## config.mk

```make
export PLATFORM = sky130hd
export DESIGN_NAME = line_supervisor
export DESIGN_NICKNAME = d
export VERILOG_FILES = /design/src/rtl/lsup_pkg.sv /design/src/rtl/lsup_vote.sv /design/src/rtl/lsup_period.sv /design/src/rtl/lsup_gate.sv /design/src/rtl/line_supervisor.sv
export SDC_FILE = /design/constraint.sdc
export NUM_CORES = 1
export LEC_CHECK = 0
export ABC_AREA = 1
export BUFFER_PORTS_ARGS = -buffer_cell sky130_fd_sc_hd__buf_2
export CORE_MARGIN = 2
export CORE_UTILIZATION = 45
export DETAILED_ROUTE_END_ITERATION = 8
export PLACE_DENSITY = 0.75
export SETUP_SLACK_MARGIN = 0.1
export SYNTH_ARGS = -nofsm -noshare
export SYNTH_HDL_FRONTEND = slang
export SYNTH_HIERARCHICAL = 1
export SYNTH_SLANG_ARGS = --single-unit
```

## constraint.sdc

```tcl
create_clock -name clk -period 2.75 [get_ports clk]
set_input_delay 0.55 -clock clk [delete_from_list [all_inputs] [get_ports clk]]
set_output_delay 0.55 -clock clk [all_outputs]
set_load 0.02 [all_outputs]
```

## src/rtl/lsup_pkg.sv

```systemverilog
package lsup_pkg;

    typedef enum logic [1:0] {
        GS_BLANK = 2'd0,
        GS_POS   = 2'd1,
        GS_NEG   = 2'd2
    } gate_st_e;

    typedef struct packed {
        logic in_db;
        logic over_v;
    } adc_chk_t;

    function automatic int unsigned ones_in(input logic [31:0] v);
        int unsigned n;
        n = 0;
        for (int i = 0; i < 32; i++) begin
            n += 32'(v[i]);
        end
        return n;
    endfunction

endpackage

```

## src/rtl/lsup_vote.sv

```systemverilog
module lsup_vote #(
    parameter int VOTES      = 5,
    parameter int SAMPLE_DIV = 1000
) (
    input  logic clk,
    input  logic rst,
    input  logic phase_raw,
    output logic pol_pos,
    output logic pol_chg
);
    import lsup_pkg::*;

    localparam int DIV_W = $clog2(SAMPLE_DIV);
    localparam int unsigned HALF = VOTES / 2;

    logic             ph_s1, ph_s2;
    logic [DIV_W-1:0] div_cnt;
    logic             tick;
    logic [VOTES-1:0] hist, nxt_hist;
    logic             want_pos;

    assign tick     = (div_cnt == DIV_W'(SAMPLE_DIV - 1));
    assign nxt_hist = {hist[VOTES-2:0], ph_s2};
    // a high phase level marks the negative half cycle
    assign want_pos = !(ones_in(32'(nxt_hist)) > HALF);

    always_ff @(posedge clk) begin
        if (rst) begin
            ph_s1   <= 1'b0;
            ph_s2   <= 1'b0;
            div_cnt <= '0;
            hist    <= '0;
            pol_pos <= 1'b1;
            pol_chg <= 1'b0;
        end else begin
            ph_s1   <= phase_raw;
            ph_s2   <= ph_s1;
            div_cnt <= tick ? '0 : div_cnt + 1'b1;
            pol_chg <= 1'b0;
            if (tick) begin
                hist <= nxt_hist;
                if (want_pos != pol_pos) begin
                    pol_pos <= want_pos;
                    pol_chg <= 1'b1;
                end
            end
        end
    end

    // polarity moves only on a sample tick
    p_pol_on_tick_r2: assert property (@(posedge clk) disable iff (rst)
        !tick |=> $stable(pol_pos));

endmodule

```

## src/rtl/lsup_period.sv

```systemverilog
module lsup_period #(
    parameter int PER_W = 24
) (
    input  logic             clk,
    input  logic             rst,
    input  logic             pol_pos,
    input  logic [PER_W-1:0] cfg_per_min,
    input  logic [PER_W-1:0] cfg_per_max,
    output logic [PER_W-1:0] period_cyc,
    output logic             period_valid,
    output logic             line_fault
);
    localparam logic [PER_W-1:0] CNT_TOP = '1;

    logic             pol_d;
    logic             armed;
    logic [PER_W-1:0] cnt, cnt_p1;
    logic             rise;

    assign rise   = pol_pos && !pol_d;
    assign cnt_p1 = (cnt == CNT_TOP) ? cnt : cnt + 1'b1;

    always_ff @(posedge clk) begin
        if (rst) begin
            pol_d        <= 1'b1;
            armed        <= 1'b0;
            cnt          <= '0;
            period_cyc   <= '0;
            period_valid <= 1'b0;
            line_fault   <= 1'b0;
        end else begin
            pol_d <= pol_pos;
            if (rise) begin
                cnt   <= '0;
                armed <= 1'b1;
                if (armed) begin
                    period_cyc   <= cnt_p1;
                    period_valid <= 1'b1;
                    line_fault   <= (cnt_p1 < cfg_per_min) || (cnt_p1 > cfg_per_max);
                end
            end else begin
                cnt <= cnt_p1;
                if (armed && (cnt_p1 > cfg_per_max)) begin
                    line_fault <= 1'b1;
                end
            end
        end
    end

    // a short measured period raises the fault
    p_short_fault_r5: assert property (@(posedge clk) disable iff (rst)
        rise && armed && (cnt_p1 < cfg_per_min) |=> line_fault);

    // a measurement always marks the period as valid
    p_meas_valid_r4: assert property (@(posedge clk) disable iff (rst)
        rise && armed |=> period_valid);

endmodule

```

## src/rtl/lsup_gate.sv

```systemverilog
module lsup_gate #(
    parameter int ADC_W     = 12,
    parameter int BLANK_CYC = 64
) (
    input  logic             clk,
    input  logic             rst,
    input  logic             pol_pos,
    input  logic             pol_chg,
    input  logic             adc_valid,
    input  logic [ADC_W-1:0] adc_mag,
    input  logic [ADC_W-1:0] cfg_deadband,
    input  logic [ADC_W-1:0] cfg_ov_limit,
    input  logic             ov_clr,
    output logic             gate_pos,
    output logic             gate_neg,
    output logic             db_flag,
    output logic             ov_trip
);
    import lsup_pkg::*;

    localparam int BW = $clog2(BLANK_CYC + 1);

    gate_st_e       st;
    logic [BW-1:0]  blank_cnt;
    adc_chk_t       chk;

    assign chk.in_db  = adc_mag < cfg_deadband;
    assign chk.over_v = adc_mag > cfg_ov_limit;

    always_ff @(posedge clk) begin
        if (rst) begin
            db_flag <= 1'b0;
            ov_trip <= 1'b0;
        end else begin
            if (adc_valid) begin
                db_flag <= chk.in_db;
            end
            if (adc_valid && chk.over_v) begin
                ov_trip <= 1'b1;
            end else if (ov_clr) begin
                ov_trip <= 1'b0;
            end
        end
    end

    always_ff @(posedge clk) begin
        if (rst) begin
            st        <= GS_BLANK;
            blank_cnt <= BW'(BLANK_CYC - 1);
        end else if (pol_chg) begin
            st        <= GS_BLANK;
            blank_cnt <= BW'(BLANK_CYC - 1);
        end else begin
            case (st)
                GS_BLANK: begin
                    if (blank_cnt == '0) begin
                        st <= pol_pos ? GS_POS : GS_NEG;
                    end else begin
                        blank_cnt <= blank_cnt - 1'b1;
                    end
                end
                GS_POS, GS_NEG: ;
                default: st <= GS_BLANK;
            endcase
        end
    end

    assign gate_pos = (st == GS_POS) && pol_pos  && !db_flag && !ov_trip;
    assign gate_neg = (st == GS_NEG) && !pol_pos && !db_flag && !ov_trip;

    // the pair is never on together
    p_excl_r6: assert property (@(posedge clk) disable iff (rst)
        !(gate_pos && gate_neg));

    // a polarity change blanks both gates in the following cycle
    p_blank_r7: assert property (@(posedge clk) disable iff (rst)
        pol_chg |=> !gate_pos && !gate_neg);

    // a dead-band sample turns both gates off
    p_db_off_r8: assert property (@(posedge clk) disable iff (rst)
        adc_valid && (adc_mag < cfg_deadband) |=> db_flag && !gate_pos && !gate_neg);

    // an overvoltage sample trips the latch
    p_ov_set_r9: assert property (@(posedge clk) disable iff (rst)
        adc_valid && (adc_mag > cfg_ov_limit) |=> ov_trip);

    // without a clear the latch holds
    p_ov_hold_r10: assert property (@(posedge clk) disable iff (rst)
        ov_trip && !ov_clr |=> ov_trip);

endmodule

```

## src/rtl/line_supervisor.sv

```systemverilog
module line_supervisor #(
    parameter int ADC_W      = 12,
    parameter int PER_W      = 24,
    parameter int VOTES      = 5,
    parameter int SAMPLE_DIV = 1000,
    parameter int BLANK_CYC  = 64
) (
    input  logic             clk,
    input  logic             rst,
    input  logic             phase_raw,
    input  logic             adc_valid,
    input  logic [ADC_W-1:0] adc_mag,
    input  logic [ADC_W-1:0] cfg_deadband,
    input  logic [ADC_W-1:0] cfg_ov_limit,
    input  logic [PER_W-1:0] cfg_per_min,
    input  logic [PER_W-1:0] cfg_per_max,
    input  logic             ov_clr,
    output logic             line_pos,
    output logic [PER_W-1:0] period_cyc,
    output logic             period_valid,
    output logic             line_fault,
    output logic             gate_pos,
    output logic             gate_neg,
    output logic             deadband,
    output logic             ov_shutdown
);
    logic pol_chg;

    lsup_vote #(.VOTES(VOTES), .SAMPLE_DIV(SAMPLE_DIV)) u_vote (
        .clk       (clk),
        .rst       (rst),
        .phase_raw (phase_raw),
        .pol_pos   (line_pos),
        .pol_chg   (pol_chg)
    );

    lsup_period #(.PER_W(PER_W)) u_period (
        .clk          (clk),
        .rst          (rst),
        .pol_pos      (line_pos),
        .cfg_per_min  (cfg_per_min),
        .cfg_per_max  (cfg_per_max),
        .period_cyc   (period_cyc),
        .period_valid (period_valid),
        .line_fault   (line_fault)
    );

    lsup_gate #(.ADC_W(ADC_W), .BLANK_CYC(BLANK_CYC)) u_gate (
        .clk          (clk),
        .rst          (rst),
        .pol_pos      (line_pos),
        .pol_chg      (pol_chg),
        .adc_valid    (adc_valid),
        .adc_mag      (adc_mag),
        .cfg_deadband (cfg_deadband),
        .cfg_ov_limit (cfg_ov_limit),
        .ov_clr       (ov_clr),
        .gate_pos     (gate_pos),
        .gate_neg     (gate_neg),
        .db_flag      (deadband),
        .ov_trip      (ov_shutdown)
    );

endmodule

```

; ---- After elaboration in Yosys (flattened, before gate mapping)
; Cells that the tools add are included.
[classes]
addsub = 7
n_mul = 0
div = 0
order_cmp = 5
eq_ne = 7
n_shift = 0
muxes = 10
bitwise = 3
reduce_logical = 29
[ops]
columns = cell, count
row1 = 32-bit by 1-bit adder with 32-bit output, 2
row2 = 32-bit by 2-bit > comparator with 1-bit output (second input constant), 1
row3 = 24-bit by 1-bit adder with 24-bit output (second input constant), 1
row4 = 24-bit == test (second input constant), 1
row5 = 24-bit > comparator, 1
row6 = 24-bit less-than comparator, 1
row7 = 24-bit two-way mux, 1
row8 = 12-bit > comparator, 1
row9 = 12-bit less-than comparator, 1
row10 = 10-bit by 1-bit adder with 10-bit output (second input constant), 1
row11 = 10-bit == test (second input constant), 1
row12 = 2-bit AND reduction, 5
row13 = 2-bit OR reduction, 5
row14 = 1-bit logical AND, 9
row15 = 7-bit zero test, 1
row16 = 7-bit by 1-bit subtractor with 7-bit output (second input constant), 1
row17 = 1-bit two-way mux, 6
row18 = 1-bit zero test, 5
row19 = 2-bit two-way mux, 2
row20 = 2-bit by 1-bit != test with 1-bit output (second input constant), 2
row21 = 2-bit case mux with 2 select lines, 1
row22 = 2-bit nonzero test, 2
row23 = 2-bit by 1-bit adder with 3-bit output, 1
row24 = 1-bit NOT, 3
row25 = 6 further kinds, 6
[word_totals]
reg_bits = 81
latch_bits = 0
ram_bits = 0
romBits = 0
input_bits = 89
output_inout_bits = 31
word_cells = 77
n_memories = 0

; ---- Logic depth before layout (Yosys ltp)
[depth]
depth_word = 8
depth_mapped = 23
ltp_nobuf = 23

; ---- Cells and area by module
; Netlist, hierarchy kept.
[by_module_without_submodules]
columns = mod, instances, cells_per_inst, area_each_um2, seq_area_each_um2
row1 = lsup_period, 1, 507, 3580.9, 1041.0
row2 = lsup_gate, 1, 188, 1242.4, 220.2
row3 = lsup_vote, 1, 117, 893.4, 360.3

; ---- Worst setup path before layout
; Ideal clock, no wire load.
[synth_timing]
path_type = register to register
startpoint = reg u_period.cnt[0]
endpoint = reg u_period.line_fault
setup_ps = 66
arrival_time_ps = 2834
required_time_ps = 2684
setup_slack_ps = -150
path_stages_with_launch = 24
n_path_buf = 0
synth_period_minus_slack_ps = 2900
cell_sequence = dfxtp_1 > ha_1 > inv_1 > nor2_4 > nand2_2 > nor2_4 > nand2_2 > nand2_1 > nor2_1 > nand2_1 > nor3_1 > nand2_1 > nor2_1 > nand2_1 > nand2_1 > inv_1 > ha_1 > nand4_1 > nor3_1 > nand2_1 > or2_2 > nand3_1 > a22oi_1 > a21oi_2
[synth_between]
elab_chain_cells = 6
elab_cells_between_ends = 11
cone_classes = add/sub: 1 / order compare: 2 / eq/ne: 1 / mux: 3 / reduce/logical: 4
[synth_lines]
columns = item, line_no
row1 = from (decl), lsup_period.sv:17  ; logic [PER_W-1:0] cnt, cnt_p1;
row2 = from (signal assigned), lsup_period.sv:42  ; cnt <= cnt_p1;
row3 = 24-bit by 1-bit adder with 24-bit output or 24-bit == test (tied branches), lsup_period.sv:21  ; assign cnt_p1 = (cnt == CNT_TOP) ? cnt : cnt + 1'b1;
row4 = 24-bit two-way mux *, lsup_period.sv:21
row5 = via u_period.cnt_p1[22], lsup_period.sv:17
row6 = 24-bit less-than comparator or 24-bit > comparator (tied branches), "lsup_period.sv:39, lsup_period.sv:43"
row7 = 1-bit logical OR or 1-bit logical AND (tied branches), "lsup_period.sv:39, lsup_period.sv:43"
row8 = 1-bit two-way mux or 2-bit nonzero test (tied branches), --
row9 = 1-bit two-way mux or 2-bit AND reduction (tied branches), --
row10 = to (signal assigned), lsup_period.sv:39  ; line_fault <= (cnt_p1 < cfg_per_min) || (cnt_p1 > cfg_per_max);
row11 = to (decl), lsup_period.sv:11  ; output logic line_fault
; Mark *: on every way through the listed nets, which the timed path passes. The rest lies on a longest branch. The select of a mux whose other input is x is not followed.
; A chain may end at the register's enable or synchronous reset.

; ---- Worst setup path after layout
[layout_timing]
startpoint = reg u_period.cnt[1]
endpoint = reg u_period.line_fault
; Same word-level chain as after synthesis.

==> impl_results.md <==
* Outcome: complete, but fails checks
* Failing checks: setup timing
* Synth area leader: dfxtp_1
* Total Neg Setup Slack at -205 ps
* Syn Nets at approximately 1,000
* R2R setup slack at -200 ps
* Pin count of the biggest net entering global routing at 27
* Crit path DAT at about 3200 ps
* DRC at 0
* Max-slew violation count at 0
* Post-DP HPWL at ~11 mm
* Fmax at 338 MHz
* VDD IR-drop max at 0.347 mV
* Die width at approximately 120 um
* Crit path capture type: flop
* Vias post-DR at 5,547
* Nets@finish at ~1,200
* R2r worst-path depth at 24
* Antenna viol nets, final at 0
* Synth warn at 6
* Number of distinct library cells after synthesis at 41
* Max clock buf depth at 2
* CTS tree: yes
* Cells after Synth at 812
* Crit start category: flop
* Actual slew at the worst max-slew pin at about 720 ps
* 1st-iter DRT viols at 200
* Fin crit share at 1.07
* Worst setup path startpoint: u_period/cnt[1]$_SDFF_PP0_
* Ports at 120
* Syn-to-layout area delta at 29.2%
* WHS at ~410 ps
* CTS sink count at 81
* Reg-to-reg endpoint: u_period/line_fault$_SDFFE_PP0P_
* Placeable Area at 12,500 um^2
* Worst-path fanout max at 3
* DIE AREA at 13,600 um^2
* Final count of negative-setup-slack endpoints at 1
* Later-pin clock latency in the skew report at 340 ps
* Leakage at between 4 and 5 nW
* Final clock skew at 7.59 ps
* Fill cells at between 1,000 and 1,500
* Clk pin slew, worst setup/hold paths at 60 ps
* Remaining global-route overflow at 0
* WS Path Type: reg2reg
* CTS HTree Levels at 3
* Data required, critical path at 3020 ps
* Share of cells above drive strength 1 at 0.258
* Max-cap violation count at 0
* Seq/Total Area, Yosys at 0.284
* CTS Root Cell: clkbuf_16
* Gpl congestion at 0.988
* Critical Path End: u_period/line_fault$_SDFFE_PP0P_
* Power per cell area at 378 nW/um^2
* Routed length per instance at roughly 12 um
* Post-synthesis register bit count at just over 80
* Relative slew slack at 0.521
* Post-Syn Area per Cell at approximately 7.0 um^2
* Vias per cell at between 4 and 5
* Hold path start: u_vote/ph_s1$_SDFF_PP0_
* Initial Util at 0.457
* CTS Hold Buffers Added at 0
* First-pass iteration count of the detailed router at 5
* Share of the synthesized area in the top cell type at 0.284
* Period minus WS final at 2950 ps
* Final hold violation count at 0
* Overall Global Routing Usage at 0.215
* I/O Buffers at approximately 120
* First-pass GRT wire length at about 23 mm
* Vias in the first global route at 5,381
* Cell area after layout at between 7000 and 8000 um^2
* CTS buffer count at 9
* Post-Route WL at 13.9 mm
* Initial antenna violation count at 0
* Hold crit path type: reg2reg
* Ant diodes at 0
* Synthesized area at 5720 um^2
* Ranking of synthesized cells by area: dfxtp_1 28%, ha_1 17%, inv_1 12%, nand2_1 9.5%, nor2_1 4.8%
* Final Worst Setup Slack at -205 ps
* Unrepaired setup endpoints after global routing: yes
* Worst r2r src: u_period/cnt[1]$_SDFF_PP0_
* Site Rows at slightly above 40
* Placed Area at 6980 um^2
* Die Y at 117 um
## worst min-delay path by stage
stage / to / slack [ps] / cells after the start
2_1_floorplan: u_vote/ph_s2$_SDFF_PP0_ / 390 / 2
3_3_place_gp: u_vote/ph_s2$_SDFF_PP0_ / 390 / 2
3_5_place_dp: u_vote/ph_s2$_SDFF_PP0_ / 400 / 2
4_1_cts: u_gate/db_flag$_SDFFE_PP0P_ / 410 / 2
5_1_grt: u_gate/db_flag$_SDFFE_PP0P_ / 400 / 2
6_report: u_vote/ph_s2$_SDFF_PP0_ / 410 / 2
## stage by stage
step / worst slack (ps) / power, mW / util / instances
global route: -431 / 2.93 / 0.590 / 1174
floorplan: 24.6 / 1.48 / - / 812
finish: -205 / 2.79 / 0.590 / 1174
global placement: -76.4 / 1.61 / 0.558 / 1154
CTS: -89.2 / 2.81 / 0.587 / 1174
detailed placement: -137 / 1.62 / 0.558 / 1154
## cell usage in the layout (no fill, tap or decap), types with 2 or more instances in the layout
cell,n
inv_1,180
nand2_1,141
buf_2,119
dfxtp_1,79
ha_1,76
nor2_1,70
buf_4,65
a21oi_1,53
nand3_1,31
o21ai_0,22
o211ai_1,18
xor2_1,17
nand4_1,15
nand2_2,10
nor2_2,10
nor3_1,10
clkbuf_16,9
o21bai_1,8
inv_2,6
xnor2_1,5
nand3_2,4
nor2_4,4
clkinv_2,3
nand2_4,3
nand3b_1,3
nor3_2,3
o21a_1,3
o21ai_1,3
ha_4,3
clkinvlp_4,2
inv_4,2
nor3_4,2
a21oi_2,2
a211oi_1,2
dfxtp_2,2
fa_1,2
## cell usage after synthesis, drive strengths merged
| cell type | instances |
|---|---|
| o21bai | 8 |
| a21o | 1 |
| a21oi | 55 |
| dfxtp | 81 |
| nand2 | 154 |
| clkbuf | 9 |
| o211ai | 18 |
| buf | 1 |
| nor4 | 2 |
| clkinv | 2 |
| a22oi | 1 |
| or2 | 2 |
| a211oi | 2 |
| o21ai | 25 |
| nor3 | 15 |
| or3 | 1 |
| nor3b | 1 |
| nand3b | 3 |
| nor2 | 84 |
| fa | 2 |
| inv | 188 |
| o21a | 3 |
| nand3 | 36 |
| xor2 | 17 |
| xnor2 | 6 |
| nand4 | 16 |
| ha | 79 |
## critical path: stages, from the launching register on
cell      delay (ps)
dfxtp_2          330
ha_4             170
inv_4             60
nor2_4            30
nand2_2           90
nor2_4            40
nand2_2           60
nand2_2           70
nor2_2           100
nand2_1           60
nor3_1           120
nand2_1          130
buf_4            160
o21bai_1         180
nand2_2          120
inv_2            100
ha_4             130
nand4_1          100
buf_4            170
nor3_4           130
nand2_2           70
or2_4            230
nand3_2           80
a22oi_2           60
a21oi_2          120
## cell families after synthesis
family | Yosys count | share of synthesized area
and+or+nand+nor | 314 | 0.252
buffers and inverters | 200 | 0.133
AOI/OAI and AO/OA | 113 | 0.115
adders and majority gates | 81 | 0.180
DFF | 81 | 0.284
xor gates and xnor gates | 23 | 0.0366
## power breakdown
| part | internal (mW) | total [mW] | switching, mW |
|---|---|---|---|
| logic | 0.168 | 0.383 | 0.214 |
| registers | 1.20 | 1.22 | 0.0191 |
| clock network | 0.724 | 1.19 | 0.466 |
## area by class of cell
cell class              count  area, um^2  area share
multi-input cells         531        3450       0.467
flip-flops and latches     81        1620       0.220
repair buffers            184        1080       0.147
inverters                 190         719      0.0974
clock buffers              11         243      0.0329
well taps                 172         215      0.0291
clock inverters             5        55.1     0.00745
## registers in the layout, indices dropped and copies added, names as in the netlist
name and cells:
u_vote/hist 4, u_period/period_valid 1, u_vote/pol_chg 1, u_gate/st 2
u_vote/pol_pos 1, u_vote/ph_s2 1, u_vote/ph_s1 1, u_gate/blank_cnt 7
u_gate/db_flag 1, u_period/armed 1, u_period/period_cyc 24, u_period/pol_d 1
u_vote/div_cnt 10, u_period/cnt 24, u_gate/ov_trip 1, u_period/line_fault 1
## repair_timing
action,CTS,global route
setup endpoints to repair,1,1
pin swaps,12,4
resized for setup,9,8
setup buffers,4,0
## per-layer routing
layer  global-route usage  wire length, um  vias up
met2                0.383             6840      121
met4               0.0824              418        0
met1                0.257             6030     2455
met3               0.0374              632       36
met5                    0                0        -
li1                     -                -     2935
Power figures use the tool's default switching activity.
